## src/rtl/prog_addr_pkg.sv

```systemverilog
package prog_addr_pkg;
  localparam int ADDR_W       = 14;
  localparam int ID_WORDS     = 4;
  localparam int CFG_WORD_OFS = 7;
endpackage

```

## src/rtl/prog_addr_next.sv

```systemverilog
module prog_addr_next #(
  parameter int AW = 14
) (
  input  logic [AW-1:0] addr_i,
  input  logic          clr_i,
  input  logic          ld_i,
  input  logic          inc_i,
  output logic [AW-1:0] nxt_o
);
  localparam int OW = AW - 1;

  logic [OW-1:0] ofs_inc;

  // step only the offset, so each half wraps on itself
  assign ofs_inc = addr_i[OW-1:0] + OW'(1);

  always_comb begin
    if (clr_i)      nxt_o = '0;
    else if (ld_i)  nxt_o = {1'b1, {OW{1'b0}}};
    else if (inc_i) nxt_o = {addr_i[AW-1], ofs_inc};
    else            nxt_o = addr_i;
  end
endmodule

```

## src/rtl/prog_addr_class.sv

```systemverilog
module prog_addr_class #(
  parameter int AW      = 14,
  parameter int ID_N    = 4,
  parameter int CFG_OFS = 7
) (
  input  logic [AW-1:0] addr_i,
  output logic          rsvd_o
);
  localparam int OW = AW - 1;

  logic [ID_N:0] hit;

  for (genvar i = 0; i < ID_N; i++) begin : g_id
    assign hit[i] = (addr_i[OW-1:0] == OW'(i));
  end
  assign hit[ID_N] = (addr_i[OW-1:0] == OW'(CFG_OFS));

  assign rsvd_o = addr_i[AW-1] & ~(|hit);
endmodule

```

## src/rtl/prog_addr_ctr.sv

```systemverilog
module prog_addr_ctr
  import prog_addr_pkg::*;
#(
  parameter int AW      = ADDR_W,
  parameter int ID_N    = ID_WORDS,
  parameter int CFG_OFS = CFG_WORD_OFS
) (
  input  logic          clk_i,
  input  logic          rst_ni,
  input  logic          clr_i,
  input  logic          inc_i,
  input  logic          ld_cfg_i,
  output logic [AW-1:0] addr_o,
  output logic          rsvd_o
);
  logic [AW-1:0] addr_q, addr_d;

  prog_addr_next #(.AW(AW)) u_next (
    .addr_i (addr_q),
    .clr_i  (clr_i),
    .ld_i   (ld_cfg_i),
    .inc_i  (inc_i),
    .nxt_o  (addr_d)
  );

  always_ff @(posedge clk_i or negedge rst_ni) begin
    if (!rst_ni) addr_q <= '0;
    else         addr_q <= addr_d;
  end

  prog_addr_class #(.AW(AW), .ID_N(ID_N), .CFG_OFS(CFG_OFS)) u_class (
    .addr_i (addr_q),
    .rsvd_o (rsvd_o)
  );

  assign addr_o = addr_q;
endmodule

```

## config.mk

```make
export PLATFORM = sky130hd
export DESIGN_NAME = prog_addr_ctr
export DESIGN_NICKNAME = d
export VERILOG_FILES = /design/src/rtl/prog_addr_pkg.sv /design/src/rtl/prog_addr_next.sv /design/src/rtl/prog_addr_class.sv /design/src/rtl/prog_addr_ctr.sv
export SDC_FILE = /design/constraint.sdc
export NUM_CORES = 1
export LEC_CHECK = 0
export BUFFER_PORTS_ARGS = -buffer_cell sky130_fd_sc_hd__buf_2
export CORE_ASPECT_RATIO = 0.75
export CORE_UTILIZATION = 45
export DETAILED_ROUTE_END_ITERATION = 10
export PLACE_DENSITY = 0.69
export SLEW_MARGIN = 20
export SYNTH_ARGS = -nofsm -noshare
export SYNTH_HDL_FRONTEND = slang
export SYNTH_SLANG_ARGS = --single-unit
```

## constraint.sdc

```tcl
create_clock -name clk_i -period 2.5 [get_ports clk_i]
set_input_delay 0.25 -clock clk_i [delete_from_list [all_inputs] [get_ports clk_i]]
set_output_delay 0.25 -clock clk_i [all_outputs]
set_load 0.01 [all_outputs]
```

==> results.md <==
- WL per Instance: 13.1 um
- RePlAce Congestion: 0.766
- Drt pass-1 iters: 6
- Hold Crit Start: clr_i
- Buffers on Ports: 19
- Fin util: 59.7%
- Final Cycle Share: 75.7%
- Yosys cell types: 23
- Final Hold Fails: 0
- Synth Instances: 84
- Critical path cell sequence: or4_1 -> nor3_1 -> a31oi_1 -> buf_2
- Routed WL: 1650 um
- Crit path max fanout: 6
- Hold path endpoint: addr_o[13]
- Detailed placer's ending HPWL: 1230 um
- CP Launch Type: register
- Layout cells sized above 1: 22.9%
- Slew Viols, Final: 0
- Reg-to-Reg End: addr_o[10]
- CP max stage cell: or4_1
- Leakage power figure: 0.000442 uW
- CTS buffer count: 3
- Finished Layout Cells: 126
- Post-layout min period: 1.89 ns
- Syn nets: 93
- Worst Hold Class: input port to register
- CP peak stage delay: 0.53 ns
- CP Class: register to output port
- Die area: 0.00197 mm^2
- Row cnt: 12
- Worst-Margin Slew: 0.347 ns
- Tot Pwr: 389 uW
- Root Buffer: clkbuf_4
- Commonest non-fill, non-tap cells in the layout: buf_2 (19), dfrtp_1 (14), nor2_1 (8), nand2_1 (8), inv_1 (5)
- WP data arrival: 1.64 ns
- Finish-stage setup viols: 0
- I/O Pins: 20
- CTS HTree Levels: 1
- Largest net degree at the start of global routing: 15
- Detailed-route DRC error count: 0
- Area Growth Syn to Fin: 16.2%
- Via density: 5.47
- Die width: 51.0 um
- Total global routing overflow: 0
- Crit. End Element: output port
- Max FFs per register: 14
- Total negative slack: 0 ns
- Gr usage total: 20.1%
- Worst slew margin: 76.6%
- CP required: 2.25 ns
- Fmax achieved: 528 MHz
- Peak VDD IR: 0.242 mV
- Post-Syn Area: 810 um^2
- Pwr Density: 413 mW/mm^2
- # nets final: 116
- R2r setup slk: 0.88 ns
- Post-CTS Setup Inserts: 0
- Warnings from Yosys: 0
- CTS tree: built
- N_diodes: 0
- Dpl cells: 122
- Status: complete, no violations
- Clock skew: 0.00605 ns
- Initial antenna violation count: 0
- Post-DRT Antenna Nets: 0
- Reg clk slew, reported paths: 0.07 ns
- Reg2Reg Depth: 4
- Sequential-to-total area share from yosys stat: 43.3%
- Maximum clock insertion buffer count: 2
- DR iter-0 viols: 23
- Die height: 38.7 um
- Synth Area per Inst: 9.64 um^2
- Via Count: 689
- Hold Path Depth: 2
- CORE AREA: 0.00158 mm^2
- Clock sink count: 14
- RSZ-0062 raised after global routing: false
- Clk_lat worst skew: 0.28 ns
- First-pass GRT wire length: 2750 um
- Initial core utilization: 51.3%
- Reg2reg start: addr_o[0]
- Vias in the first global route: 592
- Seq cells post-synth: 14
- Most common cell after layout, fill and taps aside: buf_2
- MaxCap Viol Count: 0
## cell type report
cell class / instances / area (um^2)
timing repair buffer: 20 / 105
fill: 147 / 636
clock buffer: 3 / 22.5
multi-input combinational: 63 / 418
inverter: 5 / 18.8
sequential: 14 / 350
tap: 21 / 26.3
## worst max path at each step
stage,cells past startpoint,slack (ns),endpoint,startpoint
2_1_floorplan,4,0.99,addr_o[10],addr_o[0]
3_3_place_gp,4,0.92,rsvd_o,addr_o[3]
3_5_place_dp,4,0.90,addr_o[10],addr_o[0]
4_1_cts,4,0.61,rsvd_o,addr_o[3]
5_1_grt,6,0.50,rsvd_o,addr_o[0]
6_report,4,0.61,rsvd_o,addr_o[3]
## through the flow
stage	area, um^2	setup WS, ns	hold slack [ns]
2_1_floorplan	810	0.991	-0.0456
3_3_place_gp	908	0.918	0.162
3_5_place_dp	908	0.899	0.162
4_1_cts	941	0.605	0.169
5_1_grt	941	0.504	0.194
6_report	941	0.607	0.180
## critical path, delay by kind of cell (launching register included)
family                 cells  cell delay, ns
AND/OR/NAND/NOR            2            0.67
buffers and inverters      1            0.15
AO/OA/AOI/OAI              1            0.10
flip-flops                 1            0.44
## cell families (layout without fill, tap and decap cells)
group	after synthesis	in the layout	share of synthesized area [%]
AO/OA/AOI/OAI	12	12	9.43
adder cells (fa/ha/maj)	4	4	6.18
flip-flops	14	14	43.3
AND/OR/NAND/NOR	39	39	26.7
multiplexers	4	4	4.95
buffers and inverters	7	28	5.10
XOR/XNOR	4	4	4.33
## timing repair
item                                    4_1_cts  5_1_grt
hold endpoints to repair                     14        0
gates resized for setup                       0        0
hold buffers                                  1        0
endpoints found under the setup margin        0        0
## layer usage
| layer | up-vias | global-route usage, % | wire, um |
|---|---|---|---|
| li1 | 351 | - | - |
| met1 | 315 | 26.3 | 845 |
| met2 | 17 | 29.3 | 690 |
| met3 | 6 | 7.06 | 72 |
| met4 | 0 | 10.4 | 40 |
| met5 | - | 0 | 0 |
## power by group
group / total, uW / switching [uW] / internal, uW
combinational: 31.6 / 20.0 / 11.6
clock: 126 / 69.8 / 56.0
sequential: 232 / 3.16 / 228
total: 389 / 93.0 / 296
## cell usage after synthesis (all sizes together)
cell / n / area, um^2
a21oi: 4 / 20.0
a31oi: 1 / 6.26
buf: 2 / 22.5
dfrtp: 14 / 350
ha: 4 / 50.1
inv: 5 / 18.8
mux2i: 4 / 40.0
nand2: 8 / 30.0
nand3: 3 / 15.0
nand4: 4 / 40.0
nor2: 8 / 30.0
nor3: 3 / 15.0
nor4: 4 / 25.0
o21a: 2 / 15.0
o21ai: 1 / 5.00
o21bai: 1 / 7.51
o31ai: 3 / 22.5
or2: 1 / 6.26
or3: 4 / 25.0
or4: 4 / 30.0
xnor2: 1 / 8.76
xor2: 3 / 26.3
Note: power is estimated with default switching activity, not from simulation.
